$ cat src/rtl/pbus_arb_pkg.sv
package pbus_arb_pkg;
  typedef enum logic [1:0] {
    WIN_NONE   = 2'd0,
    WIN_STARVE = 2'd1,
    WIN_PRIO   = 2'd2,
    WIN_RING   = 2'd3
  } win_src_e;
endpackage

$ cat src/rtl/pbus_starve_cnt.sv
module pbus_starve_cnt #(
  parameter int CNT_W = 8
) (
  input  logic             clk_i,
  input  logic             rst_ni,
  input  logic             req_i,
  input  logic             arb_i,
  input  logic             won_i,
  input  logic [CNT_W-1:0] lim_i,
  output logic             starved_o
);
  localparam logic [CNT_W-1:0] CNT_MAX = '1;

  logic [CNT_W-1:0] cnt_q;

  always_ff @(posedge clk_i or negedge rst_ni) begin
    if (!rst_ni)       cnt_q <= '0;
    else if (!req_i)   cnt_q <= '0;
    else if (arb_i) begin
      if (won_i)                cnt_q <= '0;
      else if (cnt_q != CNT_MAX) cnt_q <= cnt_q + 1'b1;
    end
  end

  assign starved_o = req_i && (cnt_q >= lim_i);

  assert_cnt_win_clear_R6: assert property (@(posedge clk_i) disable iff (!rst_ni)
    (arb_i && won_i) |=> (cnt_q == '0));
  assert_cnt_hold_R6: assert property (@(posedge clk_i) disable iff (!rst_ni)
    (req_i && !arb_i) |=> (cnt_q == $past(cnt_q) || cnt_q == '0));
endmodule

$ cat src/rtl/pbus_arb_select.sv
module pbus_arb_select
  import pbus_arb_pkg::*;
#(
  parameter int N_MST  = 8,
  parameter int PRIO_W = 3,
  localparam int IDW   = (N_MST > 1) ? $clog2(N_MST) : 1
) (
  input  logic [N_MST-1:0]        req_i,
  input  logic [N_MST*PRIO_W-1:0] prio_i,
  input  logic [PRIO_W-1:0]       rr_level_i,
  input  logic [N_MST-1:0]        starved_i,
  input  logic [IDW-1:0]          ptr_i,
  output logic                    win_vld_o,
  output logic [IDW-1:0]          win_idx_o,
  output logic                    win_ring_o,
  output win_src_e                win_src_o
);
  logic [PRIO_W-1:0] top_p;
  logic              any_req;
  logic              st_hit;
  logic [IDW-1:0]    st_idx;
  logic [IDW-1:0]    fix_idx;
  logic              ring_hit;
  logic [IDW-1:0]    ring_idx;

  // highest requesting level
  always_comb begin
    top_p   = '0;
    any_req = 1'b0;
    for (int i = 0; i < N_MST; i++) begin
      if (req_i[i] && (!any_req || prio_i[i*PRIO_W +: PRIO_W] > top_p)) begin
        top_p   = prio_i[i*PRIO_W +: PRIO_W];
        any_req = 1'b1;
      end
    end
  end

  // lowest index among starved, lowest index at top level
  always_comb begin
    st_hit  = 1'b0;
    st_idx  = '0;
    fix_idx = '0;
    for (int i = N_MST - 1; i >= 0; i--) begin
      if (starved_i[i]) begin
        st_hit = 1'b1;
        st_idx = IDW'(i);
      end
      if (req_i[i] && prio_i[i*PRIO_W +: PRIO_W] == top_p) fix_idx = IDW'(i);
    end
  end

  // cyclic scan after pointer; smallest distance assigned last
  always_comb begin
    ring_hit = 1'b0;
    ring_idx = '0;
    for (int k = N_MST; k >= 1; k--) begin
      if (req_i[(int'(ptr_i) + k) % N_MST] &&
          prio_i[((int'(ptr_i) + k) % N_MST)*PRIO_W +: PRIO_W] == rr_level_i) begin
        ring_hit = 1'b1;
        ring_idx = IDW'((int'(ptr_i) + k) % N_MST);
      end
    end
  end

  always_comb begin
    win_vld_o = 1'b1;
    if (st_hit) begin
      win_idx_o = st_idx;
      win_src_o = WIN_STARVE;
    end else if (any_req && top_p == rr_level_i && ring_hit) begin
      win_idx_o = ring_idx;
      win_src_o = WIN_RING;
    end else if (any_req) begin
      win_idx_o = fix_idx;
      win_src_o = WIN_PRIO;
    end else begin
      win_vld_o = 1'b0;
      win_idx_o = '0;
      win_src_o = WIN_NONE;
    end
    win_ring_o = win_vld_o && (prio_i[win_idx_o*PRIO_W +: PRIO_W] == rr_level_i);
  end

  always_comb begin
    if (win_vld_o) assert_win_requests_R2: assert (req_i[win_idx_o]);
    if (win_src_o == WIN_PRIO) assert_prio_top_R3: assert (prio_i[win_idx_o*PRIO_W +: PRIO_W] == top_p);
  end
endmodule

$ cat src/rtl/pbus_phase_pipe.sv
module pbus_phase_pipe #(
  parameter int IDW = 3
) (
  input  logic           clk_i,
  input  logic           rst_ni,
  input  logic           ready_i,
  input  logic           own_act_i,
  input  logic [IDW-1:0] own_id_i,
  output logic           aph_vld_o,
  output logic [IDW-1:0] aph_id_o,
  output logic           dph_vld_o,
  output logic [IDW-1:0] dph_id_o
);
  always_ff @(posedge clk_i or negedge rst_ni) begin
    if (!rst_ni) begin
      aph_vld_o <= 1'b0;
      aph_id_o  <= '0;
      dph_vld_o <= 1'b0;
      dph_id_o  <= '0;
    end else if (ready_i) begin
      dph_vld_o <= aph_vld_o;
      dph_id_o  <= aph_id_o;
      aph_vld_o <= own_act_i;
      aph_id_o  <= own_id_i;
    end
  end

  assert_dph_follows_aph_R11: assert property (@(posedge clk_i) disable iff (!rst_ni)
    ready_i |=> (dph_vld_o == $past(aph_vld_o)));
  assert_pipe_wait_hold_R9: assert property (@(posedge clk_i) disable iff (!rst_ni)
    !ready_i |=> ($stable(aph_vld_o) && $stable(dph_vld_o) && $stable(dph_id_o)));
endmodule

$ cat src/rtl/pbus_arb.sv
module pbus_arb
  import pbus_arb_pkg::*;
#(
  parameter int N_MST  = 8,
  parameter int PRIO_W = 3,
  parameter int CNT_W  = 8,
  localparam int IDW   = (N_MST > 1) ? $clog2(N_MST) : 1
) (
  input  logic                    clk_i,
  input  logic                    rst_ni,
  input  logic [N_MST-1:0]        req_i,
  input  logic [N_MST-1:0]        lock_i,
  input  logic [N_MST*PRIO_W-1:0] prio_i,
  input  logic [PRIO_W-1:0]       rr_level_i,
  input  logic [CNT_W-1:0]        starve_lim_i,
  input  logic                    ready_i,
  output logic [N_MST-1:0]        gnt_o,
  output logic [IDW-1:0]          gnt_id_o,
  output logic                    aph_vld_o,
  output logic [IDW-1:0]          aph_id_o,
  output logic                    dph_vld_o,
  output logic [IDW-1:0]          dph_id_o
);
  logic [N_MST-1:0] gnt_q;
  logic [IDW-1:0]   gnt_id_q;
  logic [IDW-1:0]   ptr_q;
  logic [N_MST-1:0] starved;
  logic [N_MST-1:0] won;
  logic             locked;
  logic             arb;
  logic             win_vld;
  logic [IDW-1:0]   win_idx;
  logic             win_ring;
  win_src_e         win_src;

  assign locked = |(gnt_q & lock_i);
  assign arb    = ready_i && !locked && win_vld;
  assign won    = arb ? (N_MST'(1) << win_idx) : '0;

  for (genvar g = 0; g < N_MST; g++) begin : g_cnt
    pbus_starve_cnt #(.CNT_W(CNT_W)) u_cnt (
      .clk_i     (clk_i),
      .rst_ni    (rst_ni),
      .req_i     (req_i[g]),
      .arb_i     (arb),
      .won_i     (won[g]),
      .lim_i     (starve_lim_i),
      .starved_o (starved[g])
    );
  end

  pbus_arb_select #(.N_MST(N_MST), .PRIO_W(PRIO_W)) u_sel (
    .req_i      (req_i),
    .prio_i     (prio_i),
    .rr_level_i (rr_level_i),
    .starved_i  (starved),
    .ptr_i      (ptr_q),
    .win_vld_o  (win_vld),
    .win_idx_o  (win_idx),
    .win_ring_o (win_ring),
    .win_src_o  (win_src)
  );

  always_ff @(posedge clk_i or negedge rst_ni) begin
    if (!rst_ni) begin
      gnt_q    <= '0;
      gnt_id_q <= '0;
      ptr_q    <= IDW'(N_MST - 1);
    end else if (arb) begin
      gnt_q    <= N_MST'(1) << win_idx;
      gnt_id_q <= win_idx;
      if (win_ring) ptr_q <= win_idx;
    end
  end

  pbus_phase_pipe #(.IDW(IDW)) u_pipe (
    .clk_i     (clk_i),
    .rst_ni    (rst_ni),
    .ready_i   (ready_i),
    .own_act_i (|(gnt_q & req_i)),
    .own_id_i  (gnt_id_q),
    .aph_vld_o (aph_vld_o),
    .aph_id_o  (aph_id_o),
    .dph_vld_o (dph_vld_o),
    .dph_id_o  (dph_id_o)
  );

  assign gnt_o    = gnt_q;
  assign gnt_id_o = gnt_id_q;

  assert_gnt_onehot_R2: assert property (@(posedge clk_i) disable iff (!rst_ni)
    $onehot0(gnt_o));
  assert_gnt_to_req_R2: assert property (@(posedge clk_i) disable iff (!rst_ni)
    (ready_i && !locked && |req_i) |=> |(gnt_o & $past(req_i)));
  assert_starve_wins_R7: assert property (@(posedge clk_i) disable iff (!rst_ni)
    (ready_i && !locked && |starved) |=> starved_rise_ok(gnt_o, $past(starved)));
  assert_park_R8: assert property (@(posedge clk_i) disable iff (!rst_ni)
    (ready_i && req_i == '0) |=> $stable(gnt_o));
  assert_wait_hold_R9: assert property (@(posedge clk_i) disable iff (!rst_ni)
    !ready_i |=> ($stable(gnt_o) && $stable(ptr_q)));
  assert_lock_hold_R10: assert property (@(posedge clk_i) disable iff (!rst_ni)
    (ready_i && locked) |=> $stable(gnt_o));
  assert_ptr_ring_only_R5: assert property (@(posedge clk_i) disable iff (!rst_ni)
    !(arb && win_src == WIN_RING) && !(arb && win_ring) |=> $stable(ptr_q));

  // grant must land on the lowest set bit of the starved vector
  function automatic logic starved_rise_ok(logic [N_MST-1:0] g, logic [N_MST-1:0] s);
    return g == (s & (~s + 1'b1));
  endfunction
endmodule

$ cat config.mk
export PLATFORM = sky130hd
export DESIGN_NAME = pbus_arb
export DESIGN_NICKNAME = d
export VERILOG_FILES = /design/src/rtl/pbus_arb_pkg.sv /design/src/rtl/pbus_starve_cnt.sv /design/src/rtl/pbus_arb_select.sv /design/src/rtl/pbus_phase_pipe.sv /design/src/rtl/pbus_arb.sv
export SDC_FILE = /design/constraint.sdc
export NUM_CORES = 1
export LEC_CHECK = 0
export BUFFER_PORTS_ARGS = -buffer_cell sky130_fd_sc_hd__buf_2
export CAP_MARGIN = 20
export CORE_MARGIN = 4
export CORE_UTILIZATION = 46
export CTS_BUF_LIST = sky130_fd_sc_hd__clkbuf_16
export CTS_CLUSTER_DIAMETER = 50
export DETAILED_ROUTE_END_ITERATION = 16
export GPL_ROUTABILITY_DRIVEN = 0
export GPL_TIMING_DRIVEN = 0
export PLACE_DENSITY = 0.62
export SYNTH_ARGS = -nofsm -noshare
export SYNTH_HDL_FRONTEND = slang
export SYNTH_SLANG_ARGS = --single-unit
$ cat constraint.sdc
create_clock -name clk_i -period 7.3 [get_ports clk_i]
set_input_delay 0.73 -clock clk_i [delete_from_list [all_inputs] [get_ports clk_i]]
set_output_delay 0.73 -clock clk_i [all_outputs]
set_load 0.01 [all_outputs]
==> results of run 1 <==
-- path summary, 6_finish.rpt --
check                                    from                 endpoint  depth (start not counted)
min in group clk_i         u_pipe.dph_id_o[1]       u_pipe.dph_id_o[1]                          1
max in group asynchronous              rst_ni                 ptr_q[2]                          2
max                                 prio_i[2]                 ptr_q[0]                         60
max reg2reg                          ptr_q[0]                 ptr_q[0]                         29
min                                    rst_ni  g_cnt[7].u_cnt.cnt_q[2]                          1
min reg2reg                u_pipe.dph_id_o[1]       u_pipe.dph_id_o[1]                          1
-- power by group through the flow --
stage / registers (uW) / logic [uW] / clock network [uW]
global placement: 647 / 6230 / 0
CTS: 653 / 7320 / 573
finish: 654 / 7940 / 560
global route: 668 / 8420 / 588
floorplan: 646 / 4940 / 0
detailed placement: 652 / 6300 / 0
-- cell usage after synthesis (23+ instances only) --
| cell | n |
|---|---|
| a21o_1 | 46 |
| a21oi_1 | 36 |
| and3_1 | 31 |
| buf_2 | 46 |
| clkbuf_1 | 47 |
| dfrtp_1 | 83 |
| ha_1 | 123 |
| inv_1 | 43 |
| mux2_2 | 31 |
| mux2i_1 | 92 |
| mux4_2 | 72 |
| nand2_1 | 106 |
| nand2b_1 | 37 |
| nand3_1 | 33 |
| nor2_1 | 109 |
| nor3_1 | 23 |
| o21ai_0 | 85 |
| xnor2_1 | 39 |
| xor2_1 | 39 |
-- critical path, delay by kind of cell --
family,cells,cell delay [ns]
AO/OA/AOI/OAI,19,4.25
XOR/XNOR,1,0.17
adder cells (fa/ha/maj),7,1.73
buffers and inverters,9,1.26
multiplexers,5,1.29
AND/OR/NAND/NOR,19,2.79
-- what timing repair did --
| item | in CTS | in global routing |
|---|---|---|
| buffers inserted | 68 | 38 |
| pin swaps | 88 | 74 |
| gates resized for setup | 160 | 96 |
| cloned | 3 | 1 |
| setup endpoints to repair | 78 | 78 |
-- flip-flops by register name, summed over array words and instances, names as in the netlist --
register           flops
ptr_q                  3
g_cnt.u_cnt.cnt_q     64
u_pipe.aph_vld_o       1
gnt_o                  8
u_pipe.dph_vld_o       1
u_pipe.aph_id_o        3
gnt_id_o               3
u_pipe.dph_id_o        3
-- area by class of cell --
type / instances / area (um2) / area share [%]
flip-flops and latches: 86 / 2160 / 13.2
repair buffers: 167 / 1310 / 8.02
clock inverters: 7 / 131 / 0.802
multi-input cells: 1211 / 11200 / 68.1
well taps: 378 / 473 / 2.89
clock buffers: 9 / 225 / 1.38
plain buffers: 108 / 738 / 4.51
inverters: 47 / 181 / 1.11
-- logic make-up after synthesis --
group / Yosys count / synth area share (%)
AO/OA/AOI/OAI: 342 / 18.8
XOR/XNOR: 80 / 5.49
adder cells (fa/ha/maj): 123 / 11.8
buffers and inverters: 157 / 5.89
flip-flops: 86 / 16.5
multiplexers: 199 / 22.6
AND/OR/NAND/NOR: 467 / 18.9
-- per-stage QoR --
step | hold WS [ns] | TNS [ns] | cells | utilization (%)
after floorplan | 0.434 | -319.09 | 1454 | -
after global placement | 0.485 | -485.73 | 1896 | 50.8
after CTS | 0.323 | -340.28 | 1983 | 56.6
final | 0.312 | -332.41 | 2013 | 58.8
after global routing | 0.336 | -371.84 | 2013 | 58.8
after detailed placement | 0.492 | -492.30 | 1897 | 50.9
-- routing by layer --
layer / vias to the layer above / track usage [%]
li1: 5866 / -
met2: 838 / 48.5
met5: - / 0
met1: 6405 / 38.6
met4: 0 / 14.8
met3: 228 / 6.38
==> impl_metrics.json, run 1 <==
{
  "status": "complete, but fails checks",
  "violations": "setup timing",
  "ys_ff_latch": 86,
  "fmax_ghz": 0.0832,
  "drc": 0,
  "design_area_um2": 16400,
  "period_needed_ns": 12.02,
  "track_usage_pct": 30.2,
  "vdd_drop_max_uv": 516,
  "syn-num-nets": 1631,
  "io_buffers": 64,
  "grt_max_degree": 60,
  "fill_cells": 2404,
  "critPathSlowestCell": "o41ai_4",
  "power_uw": 9150,
  "coreArea_um2": 27900,
  "ant_nets": 0,
  "p_switching_uw": 4390,
  "syn_inst": 1454,
  "powerDensity_nw_per_um2": 559,
  "wl_met1_mm": 18.5,
  "drt_iter0_drc": 1618,
  "clock_power_share_pct": 6.1,
  "synth.avg_cell_area_um2": 8.96,
  "finalSetupViolations": 78,
  "worstMarginPinSlew_ns": 0.977,
  "antenna_cells": 0,
  "grt_setup_unrepaired": "yes",
  "initial_core_util_pct": 46.8,
  "synth_flop_cell": "dfrtp_1",
  "die_w_um": 176,
  "cts_tree": "done",
  "drv_cap": 0,
  "cp_max_fo": 8,
  "synth-seq-area-share_pct": 16.5,
  "ios": 73,
  "fp-row-count": 61,
  "regToRegSetupSlack_ns": -1.63,
  "first_global_vias": 12900,
  "timing.critical_path.mode_cell": "ha_4",
  "yosys.area.top_type_share_pct": 15.9,
  "nets": 1807,
  "slowest_delay_ns": 0.54,
  "htree_num_levels": 3,
  "p_comb_share_pct": 86.7,
  "crit_path_end_kind": "flip-flop",
  "timing.final.hold_violations": 0,
  "setup_ws_ns": -4.72,
  "layout-drive-gt1-share_pct": 32.4,
  "cts.sinks": 86,
  "final_common_cell": "ha_1",
  "yosys_warnings": 0,
  "synth_largest_area_cell": "dfrtp_1",
  "antenna_found_initial": 0,
  "met2_wirelength_mm": 21.8,
  "slew_violations": 0,
  "finalClockSkew_ns": 0.00973,
  "drtPass1Iterations": 7,
  "ctsHoldBuffers": 0,
  "sw_frac_of_total_pct": 48.0,
  "vias_per_cell": 6.63,
  "maxUsedRoutingLayer": "met4",
  "ys_types": 102,
  "ys_top_cells_by_area": "dfrtp_1 (16%), mux4_2 (12%), ha_1 (12%)",
  "post-place-ws_ns": -6.75,
  "wl_mm": 48.5,
  "hold_path.class": "in -> async",
  "fin_crit_sh_pct": 165,
  "post_drt_wl_per_cell_um": 24.1,
  "worstPathRequired_ns": 7.56,
  "vias": 13300,
  "clock_path_buffers": 2,
  "grt_overflow": 0,
  "startpoint_type": "primary input",
  "slew-limit-headroom_pct": 34.9,
  "routed-wl-met3_mm": 5.17,
  "area_growth_pct": 25.7,
  "internal_power_uw": 4760,
  "async_flop_share_pct": 100,
  "path_class": "in -> reg",
  "cp.arrival_ns": 12.28,
  "synth_edf_count": 0,
  "clock_latency_ns": 0.34,
  "leakagePower_uw": 0.00741,
  "die_area_um2": 31100,
  "cts-root-buf": "clkbuf_16",
  "final_cell_mix": "ha_1 (109), buf_2 (101), nor2_1 (91), mux2i_1 (88), nand2_1 (87)",
  "grt_pass1_wl_mm": 73.8,
  "cts.clk_slew.worst_paths_ns": 0.07,
  "post_dp_cell_area_um2": 14200,
  "power_frac_seq_pct": 7.1,
  "numCtsBuffers": 9,
  "synth_area_um2": 13000,
  "dp_hpwl_mm": 34.3,
  "fp.dieH_um": 176
}
(Power assumes the default switching activity.)
==> run 2: changes to the inputs <==
Settings changed: SYNTH_HIERARCHICAL set to 1.
==> impl_metrics.json, run 2 <==
{
  "status": "complete, but fails checks",
  "violations": "setup timing",
  "grt_pass1_wl_mm": 77.2,
  "wl_mm": 50.5,
  "die_w_um": 181,
  "ctsHoldBuffers": 0,
  "startpoint_type": "primary input",
  "crit_path_end_kind": "flip-flop",
  "design_area_um2": 17000,
  "finalClockSkew_ns": 0.0106,
  "sw_frac_of_total_pct": 49.5,
  "fin_crit_sh_pct": 160,
  "p_switching_uw": 4320,
  "slew-limit-headroom_pct": 35.4,
  "drtPass1Iterations": 5,
  "p_comb_share_pct": 87.3,
  "fill_cells": 2655,
  "nets": 1919,
  "timing.final.hold_violations": 0,
  "multi_input_area_um2": 11400,
  "synth.avg_cell_area_um2": 8.84,
  "post-place-ws_ns": -6.08,
  "coreArea_um2": 29600,
  "grt_setup_unrepaired": "yes",
  "vias_per_cell": 6.60,
  "antenna_cells": 0,
  "grt-busiest-layer": "met2",
  "fmax_ghz": 0.0855,
  "synth_area_um2": 13800,
  "stdcell_count": 2137,
  "area_growth_pct": 23.5,
  "syn-num-nets": 1733,
  "fp-row-count": 63,
  "post_drt_wl_per_cell_um": 23.6,
  "cp.arrival_ns": 11.98,
  "worstMarginPinSlew_ns": 0.969,
  "cp_max_fo": 6,
  "grt_max_degree": 46,
  "finalSetupViolations": 78,
  "hold_path.class": "in -> async",
  "leakagePower_uw": 0.00785,
  "power_frac_seq_pct": 7.5,
  "period_needed_ns": 11.70,
  "grtUsageMet2_pct": 43.7,
  "largest_reg_flops": 64,
  "first_global_vias": 13300,
  "htree_num_levels": 3,
  "clock_latency_ns": 0.36,
  "cts_tree": "done",
  "largest_register": "g_cnt.u_cnt/cnt_q",
  "ant_nets": 0,
  "vias": 14100,
  "path_delay_family": "compound AO/OA/AOI/OAI gates",
  "drt_iter0_drc": 1657,
  "cts.clk_slew.worst_paths_ns": 0.07,
  "antenna_found_initial": 0,
  "cts.sinks": 86,
  "dp_hpwl_mm": 35.4,
  "io_buffers": 70,
  "layout-drive-gt1-share_pct": 32.0,
  "die_area_um2": 32700,
  "cts-root-buf": "clkbuf_16",
  "initial_core_util_pct": 46.5,
  "drc": 0,
  "powerDensity_nw_per_um2": 514,
  "slowest_delay_ns": 0.41,
  "fp.dieH_um": 181,
  "globalRouteMet1Util_pct": 41.7,
  "tns_ns": -316.16,
  "final_common_cell": "nand2_1",
  "numCtsBuffers": 9,
  "clock_path_buffers": 2,
  "clock_power_share_pct": 5.3,
  "post_dp_cell_area_um2": 15000,
  "track_usage_pct": 29.4,
  "final_cell_mix": "nand2_1 (133), ha_1 (112), inv_1 (108), mux2i_1 (95), buf_2 (92)",
  "internal_power_uw": 4410,
  "use_met3_pct": 7.25,
  "timing.critical_path.buf_inv": 11,
  "syn_inst": 1556,
  "vdd_drop_max_uv": 279,
  "critPathSlowestCell": "a2111oi_4",
  "path_class": "in -> reg",
  "worstPathRequired_ns": 7.59,
  "ios": 73,
  "placedCellCount": 2018,
  "setup_ws_ns": -4.40,
  "slew_violations": 0,
  "grt_overflow": 0,
  "drv_cap": 0,
  "regArea_um2": 2160,
  "yosys_warnings": 6
}
run 2: worst paths after layout:
path | start | endpoint | slack [ns] | depth (start not counted)
worst max-delay path | prio_i[2] | ptr_q[2] | -4.40 | 62
worst min-delay path | rst_ni | g_cnt[1].u_cnt/cnt_q[3] | 0.37 | 1
worst max register to register | ptr_q[0] | ptr_q[2] | -2.09 | 32
worst min register to register | u_pipe/dph_id_o[0] | u_pipe/dph_id_o[0] | 0.52 | 1
max in group asynchronous | rst_ni | g_cnt[3].u_cnt/cnt_q[0] | 6.29 | 2
min in group clk_i | u_pipe/dph_id_o[0] | u_pipe/dph_id_o[0] | 0.52 | 1
run 2: what timing repair did:
item | 4_1_cts | 5_1_grt
gates resized for setup | 110 | 79
setup endpoints to repair | 78 | 78
pin swaps | 53 | 77
gates cloned | 0 | 0
buffers inserted | 82 | 27
run 2: layer usage:
layer	part of all wire (%)	vias to the layer above	wire length (um)
met3	10	211	5200
met2	43	843	21500
met4	4.7	0	2400
met5	0	-	0
met1	42	6806	21400
li1	-	6241	-
run 2: cell type report:
type                    count  area share, %
inverters                 118           2.69
clock buffers               9           1.33
multi-input cells        1236           67.4
repair buffers            177           8.08
well taps                 390           2.87
clock inverters             7          0.390
flip-flops and latches     86           12.7
plain buffers             114           4.55
run 2: power groups by stage:
stage               clock, uW  sequential [uW]  combinational, uW
floorplan                   0              651               4900
global placement            0              653               6170
detailed placement          0              656               6230
CTS                       474              649               7110
global route              494              664               8050
finish                    461              650               7620
run 2: metrics by stage:
| stage | hold slack (ns) | total power (uW) | util, % |
|---|---|---|---|
| floorplan | 0.434 | 5550 | - |
| global placement | 0.492 | 6830 | 50.7 |
| detailed placement | 0.493 | 6890 | 50.9 |
| CTS | 0.380 | 8230 | 55.7 |
| global route | 0.403 | 9210 | 57.5 |
| finish | 0.366 | 8730 | 57.5 |
